$ cat src/rtl/pipe5_pkg.sv
// pipe5_pkg: shared widths, opcode encoding and stage payload types for the
// five-stage interlocked pipeline. Assumes a 16-bit word with fixed fields.
package pipe5_pkg;
    localparam int INSTR_W  = 16;
    localparam int DATA_W   = 16;
    localparam int NUM_REGS = 8;
    localparam int RIDX_W   = $clog2(NUM_REGS);
    localparam int OPC_W    = 3;
    localparam int FLD_W    = INSTR_W - OPC_W - 2 * RIDX_W;
    localparam int CYC_W    = 32;

    typedef enum logic [OPC_W-1:0] {
        OP_MOVR = 3'd0,
        OP_MOVI = 3'd1,
        OP_ADD  = 3'd2,
        OP_SUB  = 3'd3,
        OP_AND  = 3'd4,
        OP_OR   = 3'd5,
        OP_XOR  = 3'd6,
        OP_ADDI = 3'd7
    } opc_e;

    // decoded instruction held in the register-read stage
    typedef struct packed {
        logic              vld;
        opc_e              op;
        logic [RIDX_W-1:0] rd;
        logic [RIDX_W-1:0] rs;
        logic [RIDX_W-1:0] rt;
        logic              use_rs;
        logic              use_rt;
        logic [DATA_W-1:0] imm;
    } dec_t;

    // operands held in the execute stage
    typedef struct packed {
        logic              vld;
        opc_e              op;
        logic [RIDX_W-1:0] rd;
        logic [DATA_W-1:0] opa;
        logic [DATA_W-1:0] opb;
    } exe_t;

    // result held in the write stage
    typedef struct packed {
        logic              vld;
        logic [RIDX_W-1:0] rd;
        logic [DATA_W-1:0] res;
    } wbk_t;
endpackage

$ cat src/rtl/p5_decode.sv
// p5_decode: splits a raw instruction word into fields and marks which
// register sources the opcode really reads. Purely combinational.
module p5_decode
    import pipe5_pkg::*;
(
    input  logic               vld,
    input  logic [INSTR_W-1:0] instr,
    output dec_t               dec
);
    localparam int OPC_LSB = INSTR_W - OPC_W;
    localparam int RD_LSB  = OPC_LSB - RIDX_W;
    localparam int RS_LSB  = RD_LSB - RIDX_W;

    // field extraction and source-usage decode
    always_comb begin
        dec.vld    = vld;
        dec.op     = opc_e'(instr[INSTR_W-1:OPC_LSB]);
        dec.rd     = instr[RD_LSB +: RIDX_W];
        dec.rs     = instr[RS_LSB +: RIDX_W];
        dec.rt     = instr[RIDX_W-1:0];
        dec.imm    = DATA_W'(instr[FLD_W-1:0]);
        dec.use_rs = (dec.op != OP_MOVI);
        dec.use_rt = (dec.op == OP_ADD) || (dec.op == OP_SUB) ||
                     (dec.op == OP_AND) || (dec.op == OP_OR)  ||
                     (dec.op == OP_XOR);
    end
endmodule

$ cat src/rtl/p5_regfile.sv
// p5_regfile: register file with one write and two read ports. A write in
// progress is passed through to a same-cycle read of the same index.
// Assumes synchronous active-low reset clears every entry.
module p5_regfile
    import pipe5_pkg::*;
(
    input  logic              clk,
    input  logic              rst_n,
    input  logic              we,
    input  logic [RIDX_W-1:0] waddr,
    input  logic [DATA_W-1:0] wdata,
    input  logic [RIDX_W-1:0] ra1,
    input  logic [RIDX_W-1:0] ra2,
    output logic [DATA_W-1:0] rd1,
    output logic [DATA_W-1:0] rd2
);
    logic [DATA_W-1:0] mem [NUM_REGS];

    // storage update and reset clear
    always_ff @(posedge clk) begin
        if (!rst_n) begin
            for (int i = 0; i < NUM_REGS; i++) mem[i] <= '0;
        end else if (we) begin
            mem[waddr] <= wdata;
        end
    end

    // read ports with write pass-through
    always_comb begin
        rd1 = (we && waddr == ra1) ? wdata : mem[ra1];
        rd2 = (we && waddr == ra2) ? wdata : mem[ra2];
    end


    wr_commit_chk: assert property (@(posedge clk) disable iff (!rst_n)
        we |=> mem[$past(waddr)] == $past(wdata));
endmodule

$ cat src/rtl/p5_hazard.sv
// p5_hazard: interlock for a read-after-write on the instruction one stage
// ahead. Holds the register-read stage for STALL_CYCLES cycles once a
// match is seen; assumes the upstream stages freeze while stall is high.
module p5_hazard
    import pipe5_pkg::*;
#(
    parameter int STALL_CYCLES = 2
) (
    input  logic              clk,
    input  logic              rst_n,
    input  logic              rr_vld,
    input  logic              rr_use_rs,
    input  logic              rr_use_rt,
    input  logic [RIDX_W-1:0] rr_rs,
    input  logic [RIDX_W-1:0] rr_rt,
    input  logic              ex_vld,
    input  logic [RIDX_W-1:0] ex_rd,
    output logic              stall
);
    localparam int CNT_W = $clog2(STALL_CYCLES + 1);

    logic [CNT_W-1:0] remain_q;
    logic             match;

    // dependency compare against the producer in execute
    always_comb begin
        match = rr_vld && ex_vld &&
                ((rr_use_rs && rr_rs == ex_rd) || (rr_use_rt && rr_rt == ex_rd));
        stall = match || (remain_q != '0);
    end

    // remaining stall cycles after the first
    always_ff @(posedge clk) begin
        if (!rst_n)                         remain_q <= '0;
        else if (match && remain_q == '0)   remain_q <= CNT_W'(STALL_CYCLES - 1);
        else if (remain_q != '0)            remain_q <= remain_q - 1'b1;
    end


    stall_bound_chk: assert property (@(posedge clk) disable iff (!rst_n)
        remain_q < CNT_W'(STALL_CYCLES));

    generate
        if (STALL_CYCLES >= 2) begin : g_hold

            stall_persist_chk: assert property (@(posedge clk) disable iff (!rst_n)
                (match && remain_q == '0) |=> stall);
        end
    endgenerate
endmodule

$ cat src/rtl/p5_alu.sv
// p5_alu: combinational result for every opcode; operand b is either the
// second register or the zero-extended immediate, chosen upstream.
module p5_alu
    import pipe5_pkg::*;
(
    input  opc_e              op,
    input  logic [DATA_W-1:0] opa,
    input  logic [DATA_W-1:0] opb,
    output logic [DATA_W-1:0] res
);
    // opcode select
    always_comb begin
        unique case (op)
            OP_MOVR: res = opa;
            OP_MOVI: res = opb;
            OP_ADD:  res = opa + opb;
            OP_SUB:  res = opa - opb;
            OP_AND:  res = opa & opb;
            OP_OR:   res = opa | opb;
            OP_XOR:  res = opa ^ opb;
            OP_ADDI: res = opa + opb;
            default: res = '0;
        endcase
    end
endmodule

$ cat src/rtl/pipe5_core.sv
// pipe5_core: five-stage in-order pipeline (fetch, decode, register read,
// execute, write) with no bypass. A dependency on the previous instruction
// holds it in register read for STALL_CYCLES cycles. Assumes a
// valid/ready instruction stream and synchronous active-low reset.
module pipe5_core
    import pipe5_pkg::*;
#(
    parameter int STALL_CYCLES = 2
) (
    input  logic               clk,
    input  logic               rst_n,
    input  logic               in_valid,
    output logic               in_ready,
    input  logic [INSTR_W-1:0] in_instr,
    output logic               ret_valid,
    output logic [RIDX_W-1:0]  ret_dest,
    output logic [DATA_W-1:0]  ret_data,
    output logic [CYC_W-1:0]   ret_cycle
);
    logic               stall;
    logic [CYC_W-1:0]   cyc_q;
    logic               id_vld;
    logic [INSTR_W-1:0] id_instr;
    dec_t               id_dec;
    dec_t               rr_q;
    exe_t               ex_q;
    wbk_t               wb_q;
    logic [DATA_W-1:0]  rf_a;
    logic [DATA_W-1:0]  rf_b;
    logic [DATA_W-1:0]  alu_res;

    assign in_ready = !stall;

    // cycle counter, 1 in the first cycle after reset
    always_ff @(posedge clk) begin
        if (!rst_n) cyc_q <= CYC_W'(1);
        else        cyc_q <= cyc_q + 1'b1;
    end

    // fetch: capture an accepted word into decode, hold during a stall
    always_ff @(posedge clk) begin
        if (!rst_n) begin
            id_vld   <= 1'b0;
            id_instr <= '0;
        end else if (!stall) begin
            id_vld   <= in_valid;
            id_instr <= in_instr;
        end
    end

    p5_decode u_dec (
        .vld   (id_vld),
        .instr (id_instr),
        .dec   (id_dec)
    );

    // decode to register read, hold during a stall
    always_ff @(posedge clk) begin
        if (!rst_n)      rr_q <= '0;
        else if (!stall) rr_q <= id_dec;
    end

    p5_regfile u_rf (
        .clk   (clk),
        .rst_n (rst_n),
        .we    (wb_q.vld),
        .waddr (wb_q.rd),
        .wdata (wb_q.res),
        .ra1   (rr_q.rs),
        .ra2   (rr_q.rt),
        .rd1   (rf_a),
        .rd2   (rf_b)
    );

    p5_hazard #(.STALL_CYCLES(STALL_CYCLES)) u_haz (
        .clk       (clk),
        .rst_n     (rst_n),
        .rr_vld    (rr_q.vld),
        .rr_use_rs (rr_q.use_rs),
        .rr_use_rt (rr_q.use_rt),
        .rr_rs     (rr_q.rs),
        .rr_rt     (rr_q.rt),
        .ex_vld    (ex_q.vld),
        .ex_rd     (ex_q.rd),
        .stall     (stall)
    );

    // register read to execute, bubble while stalled
    always_ff @(posedge clk) begin
        if (!rst_n || stall) begin
            ex_q <= '0;
        end else begin
            ex_q.vld <= rr_q.vld;
            ex_q.op  <= rr_q.op;
            ex_q.rd  <= rr_q.rd;
            ex_q.opa <= rr_q.use_rs ? rf_a : '0;
            ex_q.opb <= rr_q.use_rt ? rf_b : rr_q.imm;
        end
    end

    p5_alu u_alu (
        .op  (ex_q.op),
        .opa (ex_q.opa),
        .opb (ex_q.opb),
        .res (alu_res)
    );

    // execute to write stage
    always_ff @(posedge clk) begin
        if (!rst_n) begin
            wb_q <= '0;
        end else begin
            wb_q.vld <= ex_q.vld;
            wb_q.rd  <= ex_q.rd;
            wb_q.res <= alu_res;
        end
    end

    // retire report
    always_comb begin
        ret_valid = wb_q.vld;
        ret_dest  = wb_q.rd;
        ret_data  = wb_q.res;
        ret_cycle = cyc_q;
    end


    bubble_inject_chk: assert property (@(posedge clk) disable iff (!rst_n)
        stall |=> !ex_q.vld);


    fetch_hold_chk: assert property (@(posedge clk) disable iff (!rst_n)
        stall |=> ($stable(id_instr) && $stable(id_vld)));


    rr_advance_chk: assert property (@(posedge clk) disable iff (!rst_n)
        (!stall && rr_q.vld) |=> ex_q.vld);


    retire_origin_chk: assert property (@(posedge clk) disable iff (!rst_n)
        ret_valid |-> $past(ex_q.vld));
endmodule

$ cat config.mk
export PLATFORM = sky130hd
export DESIGN_NAME = pipe5_core
export DESIGN_NICKNAME = d
export VERILOG_FILES = /design/src/rtl/pipe5_pkg.sv /design/src/rtl/p5_decode.sv /design/src/rtl/p5_regfile.sv /design/src/rtl/p5_hazard.sv /design/src/rtl/p5_alu.sv /design/src/rtl/pipe5_core.sv
export SDC_FILE = /design/constraint.sdc
export NUM_CORES = 1
export LEC_CHECK = 0
export BUFFER_PORTS_ARGS = -buffer_cell sky130_fd_sc_hd__buf_2
export CORE_UTILIZATION = 62
export DETAILED_ROUTE_END_ITERATION = 6
export GPL_ROUTABILITY_DRIVEN = 0
export PLACE_DENSITY = 0.81
export SLEW_MARGIN = 10
export SYNTH_ARGS = -nofsm -noshare
export SYNTH_HDL_FRONTEND = slang
export SYNTH_SLANG_ARGS = --single-unit
$ cat constraint.sdc
create_clock -name clk -period 3.2 [get_ports clk]
set_clock_uncertainty 0.1 [all_clocks]
set_input_delay 0 -clock clk [delete_from_list [all_inputs] [get_ports clk]]
set_output_delay 0 -clock clk [all_outputs]
set_load 0.02 [all_outputs]
==> parameters.txt <==
Parameter                              Value

Run status
  Result of the run    finished, final reports clean

Power and ir drop
  Static leakage    6.108 nW
  Worst-case vdd ir drop    570.0 uV
  P per Cell Area    679.9 nW/um^2

STA
  Final hold violations    0
  # setup viols final    0
  Max Transition Viols Final    0
  Fmax    319.3 MHz
  Share of the clock period used by the worst path    97.88%
  Unrepaired setup endpoints after global routing    true
  Measured slew at the worst slew-check pin    1.244 ns
  Worst-case headroom to the max-slew limit    16.76%
  Final hold slack    0.1626 ns
  Final critical delay including setup and external delays    3.132 ns

Placed design
  Post-detailed-placement half-perimeter wirelength    21.39 mm
  # port buffers    71
  Placement-stage cell area    14,510 um^2

Critical path
  Critical path endpoint category    flip-flop
  Path type of the worst setup path    flip-flop to flip-flop
  Reg-to-reg slack, setup    0.07 ns
  Startpoint of the worst setup timing path    ex_q[1]
  Startpoint of the worst-slack reg-to-reg timing path    ex_q[1]
  Max FO, Critical Path    4
  Type of origin of the critical path    flip-flop
  Endpoint arrival time on the critical path    3.44 ns
  Crit Reg-Reg Endpoint    ret_data[13]
  Worst setup path end    ret_data[13]
  Data required time of the critical path    3.51 ns
  R2r worst-path depth    15

Finish
  Layout Area Growth over Synthesis    13.27%
  Post-route cell area    15,620 um^2
  N_diodes    0
  Number of nets in the final layout    1,385
  Fillcell total    1,480
  Share of layout cells above drive strength 1    17.69%

Detailed routing
  WL/cell    20.06 um
  Number of design-rule violations left by the first detailed-router iteration    900
  First-pass iteration count of the detailed router    5
  Antenna-violating nets left    0
  Total vias in the final route    9,941
  DRT Wirelength    32.37 mm
  Post-detailed-route via-to-cell ratio    6.159
  Remaining design rule violation count    0

Floorplanning
  Site Rows    54
  Die height    151.1 um
  Core outline area    21,820 um^2
  Count of boundary I/O pins    72
  Die Footprint    22,840 um^2
  Initial cell density of the core    63.18%
  Width of the chip    151.1 um

Clock tree
  Clock latency on the worst-skew pair    0.54 ns
  Count of H-tree levels built during CTS    1
  CTS sink count    260
  TritonCTS clock tree    done
  Clock-pin slew of the registers on the worst-case setup and hold paths    0.07 ns
  Maximum buffer depth of the clock tree    3
  Clock buffers created by TritonCTS    27
  Root buf cell    sky130_fd_sc_hd__clkbuf_16

Global route
  Global-route total usage across every layer    28.87%
  Number of antenna violations at the first check in global routing    0
  First-pass GRT wire length    50.28 mm
  Overflow after GRT    0
  Pin count of the biggest net entering global routing    52
  Via count of the first global-routing pass    9,631

Synthesis
  Sequential cell area fraction in the yosys report    47.04%
  Most area-hungry cell type in the Yosys netlist    sky130_fd_sc_hd__edfxtp_1
  Mapped Cells    1,226
  FF+latch count, synth    260
  Post-synthesis instance area    13,790 um^2
  Number of flops mapped to enable cells by yosys    128
  Synth Flop Type    sky130_fd_sc_hd__dfxtp_1
  Share of synthesized registers carrying an async set or reset    0%
  Post-synthesis net count    1,298
  Top cells by area, synth    sky130_fd_sc_hd__edfxtp_1 (28%), sky130_fd_sc_hd__dfxtp_1 (19%), sky130_fd_sc_hd__mux4_2 (10%), sky130_fd_sc_hd__and2_1 (7.2%), sky130_fd_sc_hd__mux2i_1 (5.2%)
  Number of unique standard cell types used by synthesis    64
  Average footprint of a synthesized cell    11.25 um^2
  Number of warning messages in the yosys log    0
  Area fraction of the dominant cell type after synthesis    27.88%

Hold path
  Worst min-delay path startpoint    in_valid
  Worst hold path cell count    4
  Worst hold path type    primary input to flip-flop

Run
  Number of max-capacitance violations reported    0
per-layer routing:
metal | global-route usage [%] | vias to the layer above | part of all wire, % | routed length (um)
met5 | 0 | - | 0 | 0
met4 | 8.200 | 0 | 2.3 | 749
met3 | 4.729 | 63 | 7.4 | 2407
met2 | 50.16 | 392 | 50 | 16120
met1 | 37.24 | 4872 | 40 | 13100
li1 | - | 4614 | - | -
registers in the layout, summed over array words and instances, names as in the netlist, named ones only:
name	flops
u_rf.mem	128
ex_q	39
ret_cycle	32
rr_q	19
id_instr	16
ret_data	16
ret_dest	3
u_haz.remain_q	2
id_vld	1
ret_valid	1
what timing repair did:
item                       CTS  global route
buffers inserted             0             2
setup endpoints to repair    0             5
hold endpoints to repair    25             0
hold buffers                18             0
gates resized for setup      0             9
stage by stage:
step	std cells	TNS, ns	worst slack [ns]	util, %	total power [mW]
final	1614	0	0.06775	71.56	10.62
after global routing	1614	-0.05906	-0.03256	71.56	11.09
after CTS	1612	0	0.04396	71.36	10.53
after detailed placement	1544	0	0.05652	66.49	7.375
after global placement	1544	0	0.1716	66.49	7.308
after floorplan	1226	0	0.3716	-	6.556
where the power goes:
part           switching [mW]  internal (mW)
registers               0.433           3.79
clock network            1.31           1.83
logic                    1.79           1.48
layout by cell type (no fill, tap or decap), types with 7 or more instances in the layout:
cell type                       instances
sky130_fd_sc_hd__nand3_1               21
sky130_fd_sc_hd__a21oi_1               50
sky130_fd_sc_hd__mux2i_1               71
sky130_fd_sc_hd__nand4_1               11
sky130_fd_sc_hd__a2111oi_0              9
sky130_fd_sc_hd__mux4_2                64
sky130_fd_sc_hd__buf_2                 71
sky130_fd_sc_hd__nand2b_1               9
sky130_fd_sc_hd__inv_1                 45
sky130_fd_sc_hd__and2_1               158
sky130_fd_sc_hd__edfxtp_1             128
sky130_fd_sc_hd__dfxtp_1              129
sky130_fd_sc_hd__buf_4                 39
sky130_fd_sc_hd__ha_1                  52
sky130_fd_sc_hd__nor2_1                66
sky130_fd_sc_hd__nor3_1                 8
sky130_fd_sc_hd__o22ai_1                7
sky130_fd_sc_hd__nor2b_1               39
sky130_fd_sc_hd__xnor2_1               48
sky130_fd_sc_hd__and3_1                15
sky130_fd_sc_hd__o21ai_1                7
sky130_fd_sc_hd__xor2_1                14
sky130_fd_sc_hd__a211oi_1              21
sky130_fd_sc_hd__o21ai_0               51
sky130_fd_sc_hd__clkbuf_16             27
sky130_fd_sc_hd__nand2_1               50
sky130_fd_sc_hd__dlygate4sd3_1         18
sky130_fd_sc_hd__o211ai_1               7
worst max-delay path, stage by stage, from the launching register on:
cell	delay (ns)
sky130_fd_sc_hd__dfxtp_1	0.33
sky130_fd_sc_hd__inv_1	0.13
sky130_fd_sc_hd__ha_1	0.21
sky130_fd_sc_hd__nand4_1	0.16
sky130_fd_sc_hd__nor2_2	0.19
sky130_fd_sc_hd__buf_4	0.12
sky130_fd_sc_hd__nand2_1	0.04
sky130_fd_sc_hd__nand2_1	0.11
sky130_fd_sc_hd__xnor2_2	0.14
sky130_fd_sc_hd__ha_1	0.29
sky130_fd_sc_hd__and3_1	0.21
sky130_fd_sc_hd__and4_1	0.20
sky130_fd_sc_hd__a32o_1	0.25
sky130_fd_sc_hd__o31ai_1	0.27
sky130_fd_sc_hd__xor2_1	0.17
sky130_fd_sc_hd__o21ai_0	0.08
cells by family (layout without fill, tap and decap cells):
kind of cell | after synthesis | count (layout) | synth area share (%)
adders and majority gates | 53 | 53 | 4.864
DFF | 260 | 260 | 47.04
muxes | 135 | 135 | 15.61
buffers and inverters | 117 | 225 | 3.366
and+or+nand+nor | 402 | 402 | 16.21
xor gates and xnor gates | 63 | 63 | 4.002
AOI/OAI and AO/OA | 196 | 196 | 8.911
worst min path at each step:
stage,slack [ns],to
global placement,0.16,id_instr[10]
CTS,0.14,id_instr[2]
finish,0.16,id_vld
detailed placement,0.16,id_instr[2]
floorplan,0.07,id_instr[0]
global route,0.19,id_instr[2]
final cells by class:
type | instances | area (um^2) | area share, %
timing repair buffer | 129 | 848.3 | 5.432
tap | 280 | 350.3 | 2.243
multi-input combinational | 849 | 6874 | 44.02
inverter | 46 | 172.7 | 1.106
clock inverter | 16 | 170.2 | 1.090
sequential | 260 | 6490 | 41.56
clock buffer | 34 | 711.9 | 4.559
synth_stat cells (all sizes together), types with 2 or more instances:
| library cell | count |
|---|---|
| a211oi | 21 |
| ha | 52 |
| o211ai | 7 |
| o221ai | 4 |
| o21a | 2 |
| mux4 | 64 |
| o31ai | 4 |
| or3 | 3 |
| xnor2 | 49 |
| edfxtp | 128 |
| a221oi | 2 |
| nor2b | 39 |
| a31oi | 2 |
| and4 | 4 |
| a22oi | 2 |
| a21boi | 6 |
| and2 | 159 |
| nand4 | 12 |
| clkbuf | 54 |
| a2111oi | 9 |
| and3 | 15 |
| or4 | 4 |
| xor2 | 14 |
| nor3 | 10 |
| nor2 | 68 |
| buf | 17 |
| nand3 | 22 |
| nor4 | 2 |
| o22ai | 7 |
| o2111ai | 2 |
| nand2 | 51 |
| o41ai | 3 |
| a21oi | 53 |
| nand2b | 9 |
| o21ai | 59 |
| inv | 46 |
| mux2i | 71 |
| a221o | 3 |
| dfxtp | 132 |
| a21o | 4 |
Power figures use the tool's default switching activity.
